### src/rtl/xfer_pkg.sv
package xfer_pkg;
  localparam logic [6:0] OP_WRITE = 7'h02;
  localparam logic [6:0] OP_READ  = 7'h03;

  typedef enum logic [1:0] {
    STAT_OK      = 2'd0,
    STAT_ERR     = 2'd1,
    STAT_TIMEOUT = 2'd2
  } xfer_status_t;

  typedef enum logic [3:0] {
    S_IDLE, S_CALC, S_FILL, S_SETADR, S_ISSUE, S_WAIT,
    S_RFETCH, S_RWAIT, S_RLOAD, S_EMIT, S_NEXT, S_RESP
  } xfer_state_t;
endpackage

### src/rtl/piece_sizer.sv
module piece_sizer #(
  parameter int ADDR_W = 24,
  parameter int LEN_W  = 16,
  parameter int PAGE_W = 8,
  localparam int CLEN_W = PAGE_W + 1
) (
  input  logic [ADDR_W-1:0] addr,
  input  logic [LEN_W-1:0]  remain,
  input  logic              is_write,
  output logic [CLEN_W-1:0] piece
);
  localparam logic [CLEN_W-1:0] PAGE = CLEN_W'(1) << PAGE_W;

  logic [CLEN_W-1:0] room;

  always_comb begin
    // Writes stop at the page edge; reads stop only at buffer capacity.
    if (is_write) room = PAGE - {1'b0, addr[PAGE_W-1:0]};
    else          room = PAGE;
    if (remain < {{(LEN_W-CLEN_W){1'b0}}, room}) piece = remain[CLEN_W-1:0];
    else                                         piece = room;
  end
endmodule

### src/rtl/be_packer.sv
module be_packer (
  input  logic        clk,
  input  logic        rst,
  input  logic        flush,
  input  logic        en,
  input  logic [1:0]  lane,
  input  logic [7:0]  byte_in,
  output logic [31:0] word_next
);
  logic [31:0] word_q;

  always_comb begin
    word_next = word_q;
    if (en) begin
      for (int j = 0; j < 4; j++)
        if (lane == 2'(j)) word_next[31-8*j -: 8] = byte_in;
    end
  end

  // Lanes never written keep the 0xFF fill.
  always_ff @(posedge clk) begin
    if (rst || flush) word_q <= '1;
    else if (en)      word_q <= word_next;
  end
endmodule

### src/rtl/flash_xfer_splitter.sv
module flash_xfer_splitter
  import xfer_pkg::*;
#(
  parameter int ADDR_W      = 24,
  parameter int LEN_W       = 16,
  parameter int PAGE_BYTES  = 256,
  parameter int TIMEOUT_CYC = 1000,
  localparam int PAGE_W = $clog2(PAGE_BYTES),
  localparam int CLEN_W = PAGE_W + 1,
  localparam int WIDX_W = PAGE_W - 2
) (
  input  logic              clk,
  input  logic              rst,
  input  logic              req_valid,
  output logic              req_ready,
  input  logic              req_write,
  input  logic [ADDR_W-1:0] req_addr,
  input  logic [LEN_W-1:0]  req_len,
  output logic              resp_valid,
  input  logic              resp_ready,
  output logic [1:0]        resp_status,
  input  logic              wr_valid,
  output logic              wr_ready,
  input  logic [7:0]        wr_data,
  output logic              rd_valid,
  input  logic              rd_ready,
  output logic [7:0]        rd_data,
  output logic              buf_we,
  output logic [WIDX_W-1:0] buf_widx,
  output logic [31:0]       buf_wdata,
  output logic              buf_re,
  output logic [WIDX_W-1:0] buf_ridx,
  input  logic [31:0]       buf_rdata,
  output logic              adr_we,
  output logic [ADDR_W-1:0] adr_val,
  output logic              cmd_valid,
  output logic [6:0]        cmd_op,
  output logic [CLEN_W-1:0] cmd_len,
  input  logic              cmd_done,
  input  logic              cmd_err
);
  localparam int TO_W = $clog2(TIMEOUT_CYC + 1);
  localparam logic [CLEN_W-1:0] PAGE = CLEN_W'(PAGE_BYTES);

  xfer_state_t       state_q;
  logic              write_q;
  logic [ADDR_W-1:0] addr_q;
  logic [LEN_W-1:0]  rem_q;
  logic [CLEN_W-1:0] piece_q, piece_w, cnt_q;
  logic [TO_W-1:0]   timer_q;
  logic [31:0]       rword_q, word_next;
  logic [1:0]        stat_q;
  logic              take_byte, last_byte, pack_flush;

  piece_sizer #(.ADDR_W(ADDR_W), .LEN_W(LEN_W), .PAGE_W(PAGE_W)) i_sizer (
    .addr(addr_q), .remain(rem_q), .is_write(write_q), .piece(piece_w)
  );

  assign take_byte  = (state_q == S_FILL) && wr_valid;
  assign last_byte  = (cnt_q == piece_q - CLEN_W'(1));
  assign pack_flush = take_byte && (cnt_q[1:0] == 2'd3 || last_byte);

  be_packer i_packer (
    .clk(clk), .rst(rst), .flush(pack_flush), .en(take_byte),
    .lane(cnt_q[1:0]), .byte_in(wr_data), .word_next(word_next)
  );

  assign req_ready   = (state_q == S_IDLE);
  assign wr_ready    = (state_q == S_FILL);
  assign rd_valid    = (state_q == S_EMIT);
  assign resp_valid  = (state_q == S_RESP);
  assign resp_status = stat_q;

  always_comb begin
    rd_data = rword_q[31:24];
    for (int j = 1; j < 4; j++)
      if (cnt_q[1:0] == 2'(j)) rd_data = rword_q[31-8*j -: 8];
  end

  always_ff @(posedge clk) begin
    if (rst) begin
      state_q   <= S_IDLE;
      write_q   <= 1'b0;
      addr_q    <= '0;
      rem_q     <= '0;
      piece_q   <= '0;
      cnt_q     <= '0;
      timer_q   <= '0;
      rword_q   <= '0;
      stat_q    <= STAT_OK;
      buf_we    <= 1'b0;
      buf_widx  <= '0;
      buf_wdata <= '0;
      buf_re    <= 1'b0;
      buf_ridx  <= '0;
      adr_we    <= 1'b0;
      adr_val   <= '0;
      cmd_valid <= 1'b0;
      cmd_op    <= '0;
      cmd_len   <= '0;
    end else begin
      buf_we    <= 1'b0;
      buf_re    <= 1'b0;
      adr_we    <= 1'b0;
      cmd_valid <= 1'b0;
      case (state_q)
        S_IDLE: if (req_valid) begin
          write_q <= req_write;
          addr_q  <= req_addr;
          rem_q   <= req_len;
          stat_q  <= STAT_OK;
          state_q <= (req_len == '0) ? S_RESP : S_CALC;
        end
        S_CALC: begin
          piece_q <= piece_w;
          cnt_q   <= '0;
          state_q <= write_q ? S_FILL : S_SETADR;
        end
        S_FILL: if (take_byte) begin
          cnt_q <= cnt_q + CLEN_W'(1);
          if (pack_flush) begin
            buf_we    <= 1'b1;
            buf_widx  <= cnt_q[PAGE_W-1:2];
            buf_wdata <= word_next;
          end
          if (last_byte) state_q <= S_SETADR;
        end
        S_SETADR: begin
          adr_we  <= 1'b1;
          adr_val <= addr_q;
          state_q <= S_ISSUE;
        end
        S_ISSUE: begin
          cmd_valid <= 1'b1;
          cmd_op    <= write_q ? OP_WRITE : OP_READ;
          cmd_len   <= piece_q;
          timer_q   <= '0;
          state_q   <= S_WAIT;
        end
        S_WAIT: begin
          if (cmd_done) begin
            cnt_q <= '0;
            if (cmd_err) begin
              stat_q  <= STAT_ERR;
              state_q <= S_RESP;
            end else begin
              state_q <= write_q ? S_NEXT : S_RFETCH;
            end
          end else if (timer_q == TO_W'(TIMEOUT_CYC - 1)) begin
            stat_q  <= STAT_TIMEOUT;
            state_q <= S_RESP;
          end else begin
            timer_q <= timer_q + TO_W'(1);
          end
        end
        S_RFETCH: begin
          buf_re   <= 1'b1;
          buf_ridx <= cnt_q[PAGE_W-1:2];
          state_q  <= S_RWAIT;
        end
        S_RWAIT: state_q <= S_RLOAD;
        S_RLOAD: begin
          rword_q <= buf_rdata;
          state_q <= S_EMIT;
        end
        S_EMIT: if (rd_ready) begin
          cnt_q <= cnt_q + CLEN_W'(1);
          if (last_byte)               state_q <= S_NEXT;
          else if (cnt_q[1:0] == 2'd3) state_q <= S_RFETCH;
        end
        S_NEXT: begin
          addr_q  <= addr_q + ADDR_W'(piece_q);
          rem_q   <= rem_q - LEN_W'(piece_q);
          state_q <= (rem_q == LEN_W'(piece_q)) ? S_RESP : S_CALC;
        end
        S_RESP: if (resp_ready) state_q <= S_IDLE;
        default: state_q <= S_IDLE;
      endcase
    end
  end

  AST_WR_NO_PAGE_CROSS: assert property (@(posedge clk) disable iff (rst)
    (cmd_valid && cmd_op == OP_WRITE) |->
      ({1'b0, {1'b0, adr_val[PAGE_W-1:0]}} + {1'b0, cmd_len}) <= {1'b0, PAGE});
  AST_PIECE_IN_RANGE: assert property (@(posedge clk) disable iff (rst)
    cmd_valid |-> (cmd_len != '0 && cmd_len <= PAGE));
  AST_ADR_BEFORE_CMD: assert property (@(posedge clk) disable iff (rst)
    cmd_valid |-> $past(adr_we));
  AST_REM_SHRINKS: assert property (@(posedge clk) disable iff (rst)
    (state_q == S_NEXT) |=> (rem_q < $past(rem_q)));
  AST_RESP_HELD: assert property (@(posedge clk) disable iff (rst)
    (resp_valid && !resp_ready) |=> (resp_valid && $stable(resp_status)));
endmodule

### config.mk
export PLATFORM = sky130hd
export DESIGN_NAME = flash_xfer_splitter
export DESIGN_NICKNAME = d
export VERILOG_FILES = /design/src/rtl/xfer_pkg.sv /design/src/rtl/piece_sizer.sv /design/src/rtl/be_packer.sv /design/src/rtl/flash_xfer_splitter.sv
export SDC_FILE = /design/constraint.sdc
export NUM_CORES = 1
export LEC_CHECK = 0
export CAP_MARGIN = 0
export CORE_MARGIN = 1
export CORE_UTILIZATION = 45
export CTS_CLUSTER_DIAMETER = 80
export DETAILED_ROUTE_END_ITERATION = 8
export PLACE_DENSITY = 0.79
export SLEW_MARGIN = 15
export SYNTH_ARGS = -nofsm -noshare
export SYNTH_HDL_FRONTEND = slang
export SYNTH_SLANG_ARGS = --single-unit
### constraint.sdc
create_clock -name clk -period 5.6 [get_ports clk]
set_clock_uncertainty 0.05 [all_clocks]
set_input_delay 0.84 -clock clk [delete_from_list [all_inputs] [get_ports clk]]
set_output_delay 0.84 -clock clk [all_outputs]
set_load 0.02 [all_outputs]
==> impl_results.md <==
* Outcome: completed
* Design internal power at 3.632 mW
* Post-CTS setup-driven buffer insertion count at 0
* Number of max-cap violations at 0
* Total routed wirelength at 31.24 mm
* GRT overflow at 0
* Wire length of the first global-routing pass at 50.76 mm
* Hold_sp: i_packer.word_q[6]$_SDFFE_PP1P_
* Net switching share of the total power at 0.3792
* Relative area change from synthesis to final layout at 24.67%
* Setup crit end kind: output port
* Average instance area after synthesis at 8.194 sq um
* Hold Vio Cnt, Final at 0
* Area occupied by multi-input gates at between 6000 and 7000 sq um
* Worst setup SP type: flop
* Static leakage power at 4.831 nW
* RSZ-0062 raised after global routing: no
* Clock network fraction of total power at 0.281
* Main synth FF type: sky130_fd_sc_hd__dfxtp_1
* Pwr Density at 418.1 nW/um^2
* Combinational fraction of design power at 0.367
* Average wire per cell in the routed design at 16.96 um
* Minimum setup slack in the final design at approximately 1.9 ns
* Adder-cell area share of the yosys netlist at 0.04035
* Yosys synthesis warning count at 0
* Horiz. Die Dim at 159.9 um
* Slew at the pin with the worst max-slew slack at 1.129 ns
* Vias post-DR at 10379
* Final Power at 5.851 mW
* Cell taking the most area after synthesis: sky130_fd_sc_hd__dfxtp_1
* Overall die height at 159.9 um
* Cell with the largest stage delay on the worst path: sky130_fd_sc_hd__ha_2
* Via-per-instance ratio at 5.635
* Quantity of hold-fixing buffers added after cts at 0
* Number of cell instances on the worst register-to-register path at 10
* Total CTS buffers at 25
* Maximum number of pins on one net before global-route repair at 115
* Fraction of registers with async set/reset at 0
* Time the final worst path needs with I/O delays and setup at ~3.7 ns
* Worst R2R Setup Slack at 2.14 ns
* End point of the most critical hold path: i_packer.word_q[6]$_SDFFE_PP1P_
* Delay contributed by the slowest stage of the critical path at 0.90 ns
* Final period util at 0.6689
* Psw at around 2.2 mW
* Total cell area at the placement stage at roughly 13000 sq um
* Placer congestion estimate at ~0.94
* Compound-Gate Fraction of Synth Area at 0.2003
* Top Ports at 191
* Crit-path max FO at 37
* WS Path Type: flop to output port
* Worst hold slack at 0.3936 ns
* Finished layout cell area at 13990 sq um
* Arrival @ worst endpoint at roughly 2.9 ns
* Clock Tree Buf Depth at 3
* Max Clk Rate at between 200 and 300 MHz
* Area taken by flip-flops and latches at 4444 sq um
* Number of design-rule violations left by the first detailed-router iteration at 763
* Initial Util at 0.4602
* Clock H-tree levels at 1
* Number of antenna violations at the first check in global routing at 0
* Synth area leaders: sky130_fd_sc_hd__dfxtp_1, sky130_fd_sc_hd__nand2_1, sky130_fd_sc_hd__a21oi_1
* Cell Area, Synth at 11230 sq um
* Worst-path clk slew at approximately 0.060 ns
* Via count of the first global-routing pass at 9874
* Post-layout instance count excluding filler cells at 1842
* Max Transition Viols Final at 0
* Syn Inst Count at roughly 1400
* Number of enable-type register cells in the synthesized netlist at 0
* Detail Route Antenna Nets at 0
* Number of different library cells in the post-synthesis netlist at 75
* Seq pwr share at 0.352
* Overall fraction of global-route tracks in use at 0.2402
* Worst reg2reg endpoint: buf_wdata[18]$_SDFFE_PP0P_
* Final setup violating endpoints at 0
* Crit-path cells: ha_2 > nand2_1 > o21ai_0 > clkdlybuf4s50_1
* Diode count at 0
* Num rows at 57
* Root Buffer: sky130_fd_sc_hd__clkbuf_16
* Layout fillers at 2164
* Mux contribution to synthesized area at 0.05294
* Count of cells along the worst hold path at 1
* Share of the core filled with cells in the final layout at 0.5738
* Port Buffer Count at 185
* Die ar. at 25580 sq um
* Fraction of the mapped netlist area in simple logic gates at 0.2268
* CORE AREA at around 24000 sq um
* Post-layout nets at roughly 1600
* Worst endpoint required time at 4.71 ns
* Clock tree from TritonCTS: yes
* Portion of the post-synthesis area used by sequential elements at 0.3959
* Fraction of post-synthesis cell area in the top cell type by area at 0.3959
* Flop and latch count out of synthesis at 222
* First-pass DRT Iterations at 5
* CTS-repair resized insts at 0
* Fraction of final layout cells sized beyond drive strength 1 at 0.06258
* Worst rel slew slack at 0.2454
* Path type of the worst min-delay path: flop to flop
* Startpoint of the worst register-to-register path: piece_q[1]$_SDFFE_PP0P_
* Max VDD drop at between 0.0002 and 0.00025 V
* CTS Sinks at 222
* Cell count after placement at between 1500 and 2000
* Worst setup timing slack at the placement stage at 2.116 ns
* DR DRC count at 0
* Xor and xnor fraction of the mapped netlist area at 0.03399
* Post-Route Setup TNS at 0 ns
* Combinational family with the most area after synthesis: simple AND/OR/NAND/NOR gates
* Detailed-placement wirelength estimate at 21.68 mm
* Clock latency at the later pin of the worst-skew pair at 0.52 ns
## flip-flops by register name, indices dropped and copies added, names as in the netlist, 6 cells and up
| name | cells |
|---|---|
| addr_q | 24 |
| adr_val | 24 |
| buf_ridx | 6 |
| buf_wdata | 32 |
| buf_widx | 6 |
| cmd_len | 9 |
| cnt_q | 9 |
| i_packer.word_q | 32 |
| piece_q | 9 |
| rem_q | 16 |
| rword_q | 32 |
| timer_q | 10 |
## Yosys cell counts, types with 19 or more instances
library cell	number
sky130_fd_sc_hd__a211oi_1	42
sky130_fd_sc_hd__a21oi_1	138
sky130_fd_sc_hd__a22oi_1	24
sky130_fd_sc_hd__clkbuf_1	69
sky130_fd_sc_hd__dfxtp_1	222
sky130_fd_sc_hd__ha_1	33
sky130_fd_sc_hd__inv_1	31
sky130_fd_sc_hd__mux2i_1	56
sky130_fd_sc_hd__nand2_1	230
sky130_fd_sc_hd__nand3_1	24
sky130_fd_sc_hd__nor2_1	156
sky130_fd_sc_hd__nor3_1	23
sky130_fd_sc_hd__o21ai_0	33
sky130_fd_sc_hd__xnor2_1	22
sky130_fd_sc_hd__xor2_1	19
## placed cells by master, fill, tap and decap left out, types with 4 or more instances in the layout
master and n:
sky130_fd_sc_hd__nand3_1 24, sky130_fd_sc_hd__clkinv_2 5, sky130_fd_sc_hd__nand2b_1 8, sky130_fd_sc_hd__o21a_1 9, sky130_fd_sc_hd__a22oi_1 24, sky130_fd_sc_hd__nand2_1 230
sky130_fd_sc_hd__nand3b_1 5, sky130_fd_sc_hd__o21ai_0 33, sky130_fd_sc_hd__dfxtp_1 222, sky130_fd_sc_hd__or3_1 17, sky130_fd_sc_hd__a21oi_1 138, sky130_fd_sc_hd__a211oi_1 42
sky130_fd_sc_hd__a2111oi_0 5, sky130_fd_sc_hd__o211ai_1 7, sky130_fd_sc_hd__buf_4 12, sky130_fd_sc_hd__xor2_1 19, sky130_fd_sc_hd__nor4_1 8, sky130_fd_sc_hd__mux2i_1 56
sky130_fd_sc_hd__nor2_1 155, sky130_fd_sc_hd__and2_1 6, sky130_fd_sc_hd__inv_1 31, sky130_fd_sc_hd__a311oi_1 8, sky130_fd_sc_hd__clkbuf_16 25, sky130_fd_sc_hd__conb_1 5
sky130_fd_sc_hd__clkdlybuf4s50_1 184, sky130_fd_sc_hd__and3_1 15, sky130_fd_sc_hd__ha_1 32, sky130_fd_sc_hd__or4_1 6, sky130_fd_sc_hd__a211oi_2 12, sky130_fd_sc_hd__nand4_1 8
sky130_fd_sc_hd__nor3b_1 6, sky130_fd_sc_hd__a21o_1 7, sky130_fd_sc_hd__nor2b_1 9, sky130_fd_sc_hd__clkbuf_1 4, sky130_fd_sc_hd__a31oi_1 13, sky130_fd_sc_hd__clkbuf_8 5
sky130_fd_sc_hd__nor3_1 22, sky130_fd_sc_hd__xnor2_1 22
## power by group through the flow
stage                     clock (mW)  sequential (mW)  combinational (mW)
after floorplan                    0             1.94                1.67
after global placement             0             2.07                2.07
after detailed placement           0             2.08                2.12
after CTS                       1.67             2.05                2.14
after global routing            1.73             2.09                2.37
final                           1.65             2.06                2.14
## cells by family after synthesis
kind of cell / after synthesis
xor gates and xnor gates: 42
adders and majority gates: 35
DFF: 222
buffers and inverters: 129
AOI/OAI and AO/OA: 336
and+or+nand+nor: 546
other: 1
muxes: 59
## worst max-delay path by stage
| stage | slack (ns) | from | endpoint | depth (start not counted) |
|---|---|---|---|---|
| 6_report | 1.85 | cnt_q[0]$_SDFFE_PP0P_ | rd_data[6] | 4 |
| 5_1_grt | 1.68 | cnt_q[0]$_SDFFE_PP0P_ | rd_data[7] | 4 |
| 4_1_cts | 1.86 | cnt_q[0]$_SDFFE_PP0P_ | rd_data[2] | 6 |
| 3_5_place_dp | 2.12 | piece_q[1]$_SDFFE_PP0P_ | buf_wdata[0]$_SDFFE_PP0P_ | 10 |
| 3_3_place_gp | 2.28 | piece_q[1]$_SDFFE_PP0P_ | buf_wdata[5]$_SDFFE_PP0P_ | 10 |
| 2_1_floorplan | 2.46 | cnt_q[0]$_SDFFE_PP0P_ | rd_data[6] | 7 |
## metal layers
layer	up-vias	share of wire	track usage
li1	5086	-	-
met1	4881	0.44	0.3135
met2	360	0.48	0.4051
met3	52	0.063	0.03922
met4	0	0.023	0.07359
met5	-	0	0
## critical path: cells and delay by family, from the launching register on
family / cells / cell delay (ns)
adders and majority gates: 1 / 0.90
and+or+nand+nor: 1 / 0.14
DFF: 1 / 0.49
AOI/OAI and AO/OA: 1 / 0.14
buffers and inverters: 1 / 0.65
## layout make-up
cell class                      count  area share
Timing Repair Buffer              197      0.1388
Multi-Input combinational cell   1023      0.4473
Inverter                           31    0.008315
Clock buffer                       34     0.05069
Sequential cell                   222      0.3176
Clock inverter                     11    0.008315
Tap cell                          324     0.02897
Power figures use the tool's default switching activity.
